$ cat src/rtl/pktdev_pkg.sv
`timescale 1ns/1ps
package pktdev_pkg;
  // word index = byte offset >> 2
  localparam logic [3:0] A_ID_LO = 4'h0;
  localparam logic [3:0] A_ID_HI = 4'h1;
  localparam logic [3:0] A_BUSY  = 4'h2;
  localparam logic [3:0] A_RXCNT = 4'h3;
  localparam logic [3:0] A_TXCNT = 4'h4;
  localparam logic [3:0] A_ICTL  = 4'h5;
  localparam logic [3:0] A_IINFO = 4'h6;
  localparam logic [3:0] A_RXDAT = 4'h7;
  localparam logic [3:0] A_TXDAT = 4'h8;

  // leftmost character lands in the top byte, so 'P' sits in bits 7:0
  localparam logic [63:0] DEV_ID = "1KNILTKP";

  typedef enum logic [1:0] {
    TX_IDLE = 2'd0,
    TX_FILL = 2'd1,
    TX_SEND = 2'd2
  } tx_state_e;
endpackage

$ cat src/rtl/pktdev_rx_buf.sv
`timescale 1ns/1ps
module pktdev_rx_buf #(
  parameter int unsigned DEPTH = 256,
  parameter int unsigned CNT_W = 17
) (
  input  logic             clk_i,
  input  logic             rst_ni,
  input  logic             s_valid_i,
  input  logic [7:0]       s_data_i,
  input  logic             s_last_i,
  output logic             s_ready_o,
  input  logic             hold_i,
  input  logic             pop_i,
  output logic [7:0]       pop_data_o,
  output logic [CNT_W-1:0] count_o,
  output logic             loaded_o,
  output logic             active_o
);
  localparam int unsigned PTR_W = (DEPTH > 1) ? $clog2(DEPTH) : 1;

  logic [7:0]       mem_q [DEPTH];
  logic [CNT_W-1:0] fill_q, cnt_q, fill_nxt;
  logic [PTR_W-1:0] rd_ptr_q;
  logic             active_q, accept, room, pop_ok;

  assign s_ready_o  = !hold_i && (cnt_q == '0);
  assign accept     = s_valid_i && s_ready_o;
  assign room       = fill_q < CNT_W'(DEPTH);
  assign fill_nxt   = room ? fill_q + CNT_W'(1) : fill_q;
  assign loaded_o   = accept && s_last_i;
  assign pop_ok     = pop_i && (cnt_q != '0);
  assign pop_data_o = (cnt_q != '0) ? mem_q[rd_ptr_q] : 8'h00;
  assign count_o    = cnt_q;
  assign active_o   = active_q;

  // bytes past the buffer depth are dropped, length saturates
  always_ff @(posedge clk_i) begin
    if (accept && room) mem_q[fill_q[PTR_W-1:0]] <= s_data_i;
  end

  always_ff @(posedge clk_i or negedge rst_ni) begin
    if (!rst_ni) begin
      fill_q   <= '0;
      cnt_q    <= '0;
      rd_ptr_q <= '0;
      active_q <= 1'b0;
    end else if (accept) begin
      if (s_last_i) begin
        cnt_q    <= fill_nxt;
        fill_q   <= '0;
        rd_ptr_q <= '0;
        active_q <= 1'b0;
      end else begin
        fill_q   <= fill_nxt;
        active_q <= 1'b1;
      end
    end else if (pop_ok) begin
      cnt_q    <= cnt_q - CNT_W'(1);
      rd_ptr_q <= rd_ptr_q + PTR_W'(1);
    end
  end
endmodule

$ cat src/rtl/pktdev_tx_buf.sv
`timescale 1ns/1ps
module pktdev_tx_buf
  import pktdev_pkg::*;
#(
  parameter int unsigned DEPTH = 256,
  parameter int unsigned CNT_W = 17
) (
  input  logic             clk_i,
  input  logic             rst_ni,
  input  logic             cnt_we_i,
  input  logic [CNT_W-1:0] cnt_wdata_i,
  input  logic             dat_we_i,
  input  logic [7:0]       dat_i,
  output logic             m_valid_o,
  output logic [7:0]       m_data_o,
  output logic             m_last_o,
  input  logic             m_ready_i,
  output logic [CNT_W-1:0] count_o,
  output logic             done_o,
  output logic             busy_o
);
  localparam int unsigned PTR_W = (DEPTH > 1) ? $clog2(DEPTH) : 1;

  logic [7:0]       mem_q [DEPTH];
  logic [CNT_W-1:0] cnt_q, wr_q, rd_q;
  tx_state_e        state_q;

  assign m_valid_o = (state_q == TX_SEND);
  assign m_data_o  = mem_q[rd_q[PTR_W-1:0]];
  assign m_last_o  = m_valid_o && (rd_q == cnt_q - CNT_W'(1));
  assign done_o    = m_valid_o && m_ready_i && m_last_o;
  assign busy_o    = (state_q != TX_IDLE);
  assign count_o   = cnt_q;

  always_ff @(posedge clk_i) begin
    if (state_q == TX_FILL && dat_we_i) mem_q[wr_q[PTR_W-1:0]] <= dat_i;
  end

  always_ff @(posedge clk_i or negedge rst_ni) begin
    if (!rst_ni) begin
      state_q <= TX_IDLE;
      cnt_q   <= '0;
      wr_q    <= '0;
      rd_q    <= '0;
    end else begin
      unique case (state_q)
        TX_IDLE: if (cnt_we_i && cnt_wdata_i != '0) begin
          cnt_q   <= cnt_wdata_i;
          wr_q    <= '0;
          state_q <= TX_FILL;
        end
        TX_FILL: if (dat_we_i) begin
          wr_q <= wr_q + CNT_W'(1);
          if (wr_q + CNT_W'(1) == cnt_q) begin
            rd_q    <= '0;
            state_q <= TX_SEND;
          end
        end
        TX_SEND: if (m_ready_i) begin
          rd_q <= rd_q + CNT_W'(1);
          if (m_last_o) begin
            cnt_q   <= '0;
            state_q <= TX_IDLE;
          end
        end
        default: state_q <= TX_IDLE;
      endcase
    end
  end
endmodule

$ cat src/rtl/pktdev_irq.sv
`timescale 1ns/1ps
module pktdev_irq (
  input  logic clk_i,
  input  logic rst_ni,
  input  logic tx_set_i,
  input  logic rx_set_i,
  input  logic ctl_wr_i,
  input  logic ctl_rd_i,
  input  logic clr_tx_i,
  input  logic clr_rx_i,
  input  logic test_i,
  output logic tx_done_o,
  output logic rx_pend_o,
  output logic test_o,
  output logic irq_o
);
  logic tx_q, rx_q, test_q;

  // a new event outranks a same-cycle clear
  always_ff @(posedge clk_i or negedge rst_ni) begin
    if (!rst_ni) begin
      tx_q   <= 1'b0;
      rx_q   <= 1'b0;
      test_q <= 1'b0;
    end else begin
      if (tx_set_i)                  tx_q <= 1'b1;
      else if (ctl_wr_i && clr_tx_i) tx_q <= 1'b0;
      if (rx_set_i)                  rx_q <= 1'b1;
      else if (ctl_wr_i && clr_rx_i) rx_q <= 1'b0;
      if (ctl_wr_i)      test_q <= test_i;
      else if (ctl_rd_i) test_q <= 1'b0;
    end
  end

  assign tx_done_o = tx_q;
  assign rx_pend_o = rx_q;
  assign test_o    = test_q;
  assign irq_o     = tx_q | rx_q | test_q;
endmodule

$ cat src/rtl/pktdev.sv
`timescale 1ns/1ps
module pktdev
  import pktdev_pkg::*;
#(
  parameter int unsigned BUF_DEPTH = 256,
  parameter int unsigned MAX_PKT   = 65536,
  parameter logic [31:0] IRQ_INFO  = 32'h0000_0102
) (
  input  logic        clk_i,
  input  logic        rst_ni,
  input  logic        bus_sel_i,
  input  logic        bus_we_i,
  input  logic [5:2]  bus_addr_i,
  input  logic [31:0] bus_wdata_i,
  output logic [31:0] bus_rdata_o,
  input  logic        rx_valid_i,
  input  logic [7:0]  rx_data_i,
  input  logic        rx_last_i,
  output logic        rx_ready_o,
  output logic        tx_valid_o,
  output logic [7:0]  tx_data_o,
  output logic        tx_last_o,
  input  logic        tx_ready_i,
  output logic        irq_o
);
  localparam int unsigned CNT_W = $clog2(MAX_PKT + 1);

  logic             rd_en, wr_en;
  logic [CNT_W-1:0] rx_count, tx_count, tx_cnt_wr;
  logic [7:0]       rx_byte;
  logic             rx_loaded, rx_active, tx_done_ev, tx_busy, busy;
  logic             tx_done_bit, rx_pend, test_bit;

  assign rd_en = bus_sel_i && !bus_we_i;
  assign wr_en = bus_sel_i && bus_we_i;
  assign busy  = rx_active | tx_busy;

  // oversized requests are clamped to what the buffer holds
  assign tx_cnt_wr = (bus_wdata_i > 32'(BUF_DEPTH)) ? CNT_W'(BUF_DEPTH)
                                                    : bus_wdata_i[CNT_W-1:0];

  pktdev_rx_buf #(.DEPTH(BUF_DEPTH), .CNT_W(CNT_W)) u_rx (
    .clk_i     (clk_i),
    .rst_ni    (rst_ni),
    .s_valid_i (rx_valid_i),
    .s_data_i  (rx_data_i),
    .s_last_i  (rx_last_i),
    .s_ready_o (rx_ready_o),
    .hold_i    (rx_pend),
    .pop_i     (rd_en && bus_addr_i == A_RXDAT),
    .pop_data_o(rx_byte),
    .count_o   (rx_count),
    .loaded_o  (rx_loaded),
    .active_o  (rx_active)
  );

  pktdev_tx_buf #(.DEPTH(BUF_DEPTH), .CNT_W(CNT_W)) u_tx (
    .clk_i      (clk_i),
    .rst_ni     (rst_ni),
    .cnt_we_i   (wr_en && bus_addr_i == A_TXCNT),
    .cnt_wdata_i(tx_cnt_wr),
    .dat_we_i   (wr_en && bus_addr_i == A_TXDAT),
    .dat_i      (bus_wdata_i[7:0]),
    .m_valid_o  (tx_valid_o),
    .m_data_o   (tx_data_o),
    .m_last_o   (tx_last_o),
    .m_ready_i  (tx_ready_i),
    .count_o    (tx_count),
    .done_o     (tx_done_ev),
    .busy_o     (tx_busy)
  );

  pktdev_irq u_irq (
    .clk_i    (clk_i),
    .rst_ni   (rst_ni),
    .tx_set_i (tx_done_ev),
    .rx_set_i (rx_loaded),
    .ctl_wr_i (wr_en && bus_addr_i == A_ICTL),
    .ctl_rd_i (rd_en && bus_addr_i == A_ICTL),
    .clr_tx_i (bus_wdata_i[0]),
    .clr_rx_i (bus_wdata_i[1]),
    .test_i   (bus_wdata_i[31]),
    .tx_done_o(tx_done_bit),
    .rx_pend_o(rx_pend),
    .test_o   (test_bit),
    .irq_o    (irq_o)
  );

  always_comb begin
    bus_rdata_o = '0;
    if (rd_en) begin
      case (bus_addr_i)
        A_ID_LO: bus_rdata_o = DEV_ID[31:0];
        A_ID_HI: bus_rdata_o = DEV_ID[63:32];
        A_BUSY:  bus_rdata_o = 32'(busy);
        A_RXCNT: bus_rdata_o = 32'(rx_count);
        A_TXCNT: bus_rdata_o = 32'(tx_count);
        A_ICTL:  bus_rdata_o = {test_bit, 29'b0, rx_pend, tx_done_bit};
        A_IINFO: bus_rdata_o = IRQ_INFO;
        A_RXDAT: bus_rdata_o = 32'(rx_byte);
        default: bus_rdata_o = '0;
      endcase
    end
  end
endmodule

$ cat config.mk
export PLATFORM = sky130hd
export DESIGN_NAME = pktdev
export DESIGN_NICKNAME = d
export VERILOG_FILES = /design/src/rtl/pktdev_pkg.sv /design/src/rtl/pktdev_rx_buf.sv /design/src/rtl/pktdev_tx_buf.sv /design/src/rtl/pktdev_irq.sv /design/src/rtl/pktdev.sv
export SDC_FILE = /design/constraint.sdc
export NUM_CORES = 2
export LEC_CHECK = 0
export BUFFER_PORTS_ARGS = -buffer_cell sky130_fd_sc_hd__buf_2
export CAP_MARGIN = 10
export CELL_PAD_IN_SITES_DETAIL_PLACEMENT = 0
export CELL_PAD_IN_SITES_GLOBAL_PLACEMENT = 1
export CORE_ASPECT_RATIO = 1.1
export CORE_MARGIN = 5
export CORE_UTILIZATION = 60
export CTS_CLUSTER_SIZE = 24
export DETAILED_ROUTE_END_ITERATION = 12
export PLACE_DENSITY_LB_ADDON = 0.05
export SYNTH_ARGS = -nofsm -noshare
export SYNTH_HDL_FRONTEND = slang
export SYNTH_SLANG_ARGS = --single-unit
$ cat constraint.sdc
create_clock -name clk_i -period 8.05 [get_ports clk_i]
set_clock_uncertainty 0.15 [all_clocks]
set_input_delay 1.2075 -clock clk_i [delete_from_list [all_inputs] [get_ports clk_i]]
set_output_delay 1.2075 -clock clk_i [all_outputs]
set_load 0.02 [all_outputs]
==> run_results.csv <==
group,metric,value,unit
run_status,status,"finished clean",
clocking,cts.reportedPaths.clkPinSlew,60,ps
worst_setup_path,critPathMaxFanout,21,
route,finalWirelength,411000,um
worst_setup_path,crit_top_cell,"buf_4",
worst_setup_path,startpoint_type,"register",
global_routing,gr-total-overflow,0,
sta,post-route-period-util,85.5,%
worst_setup_path,crit_chain,"buf_4 -> buf_4 -> mux4_2 -> a22o_1 -> a221oi_1 -> o22ai_1 -> o311ai_0 -> o221ai_1 -> buf_2",
global_routing,track_usage,29.0,%
floorplanning,coreArea,273000,um2
global_routing,grt_max_degree,193,
route,drc,0,
floorplanning,pin_count,95,
synthesis,avgSynthCellArea,21.0,um2
power_and_ir_drop,power_density,268,nW/um2
synthesis,synth_cell_types,84,
sta,finalMaxSlewViolations,0,
power_and_ir_drop,p_leak,55.5,nW
route,drtIter0Drc,9770,
finish,final_nets,8141,
worst_setup_path,path_class,"reg2out",
sta,period_needed,6890,ps
sta,fin_ws,1160,ps
sta,max_slew_margin,4.65,%
synthesis,synth_ff_type,"edfxtp_1",
clocking,holdBufCountCts,0,
route,viasPerCell,6.69,
route,drt-wirelength-per-cell,34.1,um
job,drv_cap,0,
finish,syn_to_final_growth,11.0,%
synthesis,syn_inst,7827,
placed_design,hpwl,252000,um
sta,setup_violations,0,
placed_design,gp_congestion,0.876,
clocking,postCtsSetupBuffers,0,
clocking,tritoncts,"built",
finish,final_cells,12100,
clocking,cts-htree-levels,5,
clocking,cts.sinks,4195,
placed_design,place_inst,11300,
worst_setup_path,crit_family,"compound AO/OA/AOI/OAI gates",
clocking,clock_path_buffers,4,
placed_design,io_buffer_count,91,
sta,fmax,145,MHz
floorplanning,dieArea,285000,um2
finish,fill_cells,17500,
sta,setup_tns,0,ps
floorplanning,die_h,560,um
floorplanning,num_rows,201,
worst_setup_path,worst-path-buf-inv,3,
synthesis,async_reset_ff_share,2.36,%
floorplanning,die_w,510,um
global_routing,grt_pass1_vias,81700,
worst_setup_path,critPathMaxStageDelay,820,ps
worst_hold_path,hold_path_class,"in2async",
global_routing,antenna_found_initial,10,
route,drt-pass1-iter-count,6,
synthesis,synth.cell_area,165000,um2
worst_setup_path,worstSetupEndpointType,"output pin",
sta,finalHoldViolations,0,
worst_setup_path,worstPathRequired,6690,ps
sta,worstMarginPinSlew,1430,ps
synthesis,synth_seq_cells,4195,
floorplanning,start_util,60.4,%
route,vias,80700,
synthesis,yosys_warnings,0,
clocking,cts_resized,0,
clocking,cts_root_buf,"clkbuf_16",
worst_setup_path,crit_arrival,5530,ps
synthesis,synth_edf_count,4096,
placed_design,dpl_worst_slack,2010,ps
sta,rsz0062_at_grt,"no",
global_routing,grt_pass1_wl,593000,um
clocking,clock_latency,940,ps
worst_setup_path,slowest_stage,"dfrtp_4",
route,antenna_left,0,
synthesis,synth-seq-area-share,76.2,%
finish,drive_above_1_share,24.7,%
power_and_ir_drop,ir_drop,0.243,mV
clocking,cts_buffers,403,
## layer usage
layer / vias to the layer above / global-route usage, % / part of all wire [%]
li1: 33100 / - / -
met1: 42900 / 39.5 / 37
met2: 3926 / 47.6 / 50
met3: 786 / 4.67 / 7.6
met4: 4 / 11.8 / 4.6
met5: - / 0 / 0.0051
## final cells by class
type	instances	area, um2	share of cell area, %
multi-input combinational	3128	37100	20.3
antenna	21	52.6	0.0287
tap	3654	4570	2.50
sequential	4195	126000	68.7
timing repair buffer	327	2750	1.51
inverter	23	91.3	0.0500
clock inverter	228	2130	1.17
clock buffer	497	10600	5.81
## layout by cell type (no fill, tap or decap), types with 19 or more instances in the layout
cell type	n
edfxtp_1	4096
mux4_2	1102
nor2_1	566
clkbuf_16	410
mux2i_1	228
buf_4	202
a22oi_1	186
nand2_1	182
a21oi_1	107
o21ai_0	99
dfrtp_1	89
clkbuf_1	84
nand3_1	81
nor3_1	80
clkinv_1	79
clkinv_2	77
buf_2	77
xnor2_1	38
bufinv_16	36
and2_1	31
buf_12	31
nand4_1	28
xor2_1	26
nor2b_1	24
nand2b_1	22
diode_2	21
inv_1	21
a211oi_1	21
a221oi_1	21
nor4_1	19
clkinvlp_4	19
clkbuf_8	19
## where the power goes
group | leakage (nW) | total (W) | switching, W | internal (W)
Sequential | 38.1 | 0.0242 | 0.000158 | 0.0240
Combinational | 11.2 | 0.00632 | 0.00373 | 0.00260
Clock | 6.22 | 0.0185 | 0.00795 | 0.0105
## metrics by stage
stage               area, um2  hold slack, ps  util [%]  power, W
CTS                    183000            51.6      67.0    0.0492
finish                 183000            87.5      67.0    0.0490
global route           183000             110      67.0    0.0504
global placement       170000             328      62.3    0.0310
detailed placement     170000             345      62.3    0.0310
floorplan              165000             298         -    0.0286
## sequential cells by signal, summed over array words and instances (netlist names)
signal / cells
u_tx.state_q: 2
u_irq.tx_done_o: 1
u_irq.test_o: 1
u_rx.fill_q: 17
u_tx.rd_q: 17
u_rx.mem_q: 2048
u_rx.rd_ptr_q: 8
u_rx.count_o: 17
u_tx.mem_q: 2048
u_rx.active_o: 1
u_irq.rx_pend_o: 1
u_tx.count_o: 17
u_tx.wr_q: 17
## logic make-up (layout without fill, tap and decap cells)
family,Yosys count,in the layout,share of synthesized area [%]
other,1,24,0.00228
AO/OA/AOI/OAI,556,556,2.28
AND/OR/NAND/NOR,1156,1156,3.15
flip-flops,4195,4195,76.2
adder cells (fa/ha/maj),12,12,0.0912
buffers and inverters,506,1075,1.44
XOR/XNOR,65,65,0.354
multiplexers,1336,1336,16.5
## worst paths after layout
check	from	to	slack, ps	cells after the start
min in group clk_i	u_rx.fill_q[11]	u_rx.fill_q[11]	360	1
worst max register to register	u_rx.count_o[1]	u_rx.mem_q[26][2]	3170	9
worst min register to register	u_rx.fill_q[11]	u_rx.fill_q[11]	360	1
worst max-delay path	u_rx.rd_ptr_q[0]	bus_rdata_o[5]	1160	9
max in group asynchronous	rst_ni	u_rx.rd_ptr_q[2]	6180	2
worst min-delay path	rst_ni	u_rx.fill_q[15]	90	1
## cell usage after synthesis, types with 14 or more instances
cell | instances | area share [%]
a22o_1 | 17 | 0.090
mux2i_1 | 228 | 1.4
nand2_1 | 196 | 0.45
clkbuf_1 | 262 | 0.60
xnor2_1 | 38 | 0.20
inv_1 | 21 | 0.048
a22oi_1 | 186 | 0.85
nor4_1 | 20 | 0.076
nand3_1 | 89 | 0.27
buf_2 | 90 | 0.27
xor2_1 | 26 | 0.14
nor2_1 | 574 | 1.3
dfrtp_1 | 99 | 1.5
buf_1 | 51 | 0.12
buf_6 | 15 | 0.10
a211oi_1 | 21 | 0.096
nand4_1 | 28 | 0.11
o22ai_1 | 14 | 0.053
o21ai_0 | 99 | 0.30
nor3_1 | 84 | 0.26
and3_1 | 14 | 0.053
buf_4 | 65 | 0.30
or4_1 | 17 | 0.077
nand2b_1 | 22 | 0.084
a221oi_1 | 21 | 0.11
and2_1 | 31 | 0.12
mux4_2 | 1102 | 15
a21oi_1 | 107 | 0.33
edfxtp_1 | 4096 | 75
nor2b_1 | 27 | 0.10
Power figures use the tool's default switching activity.
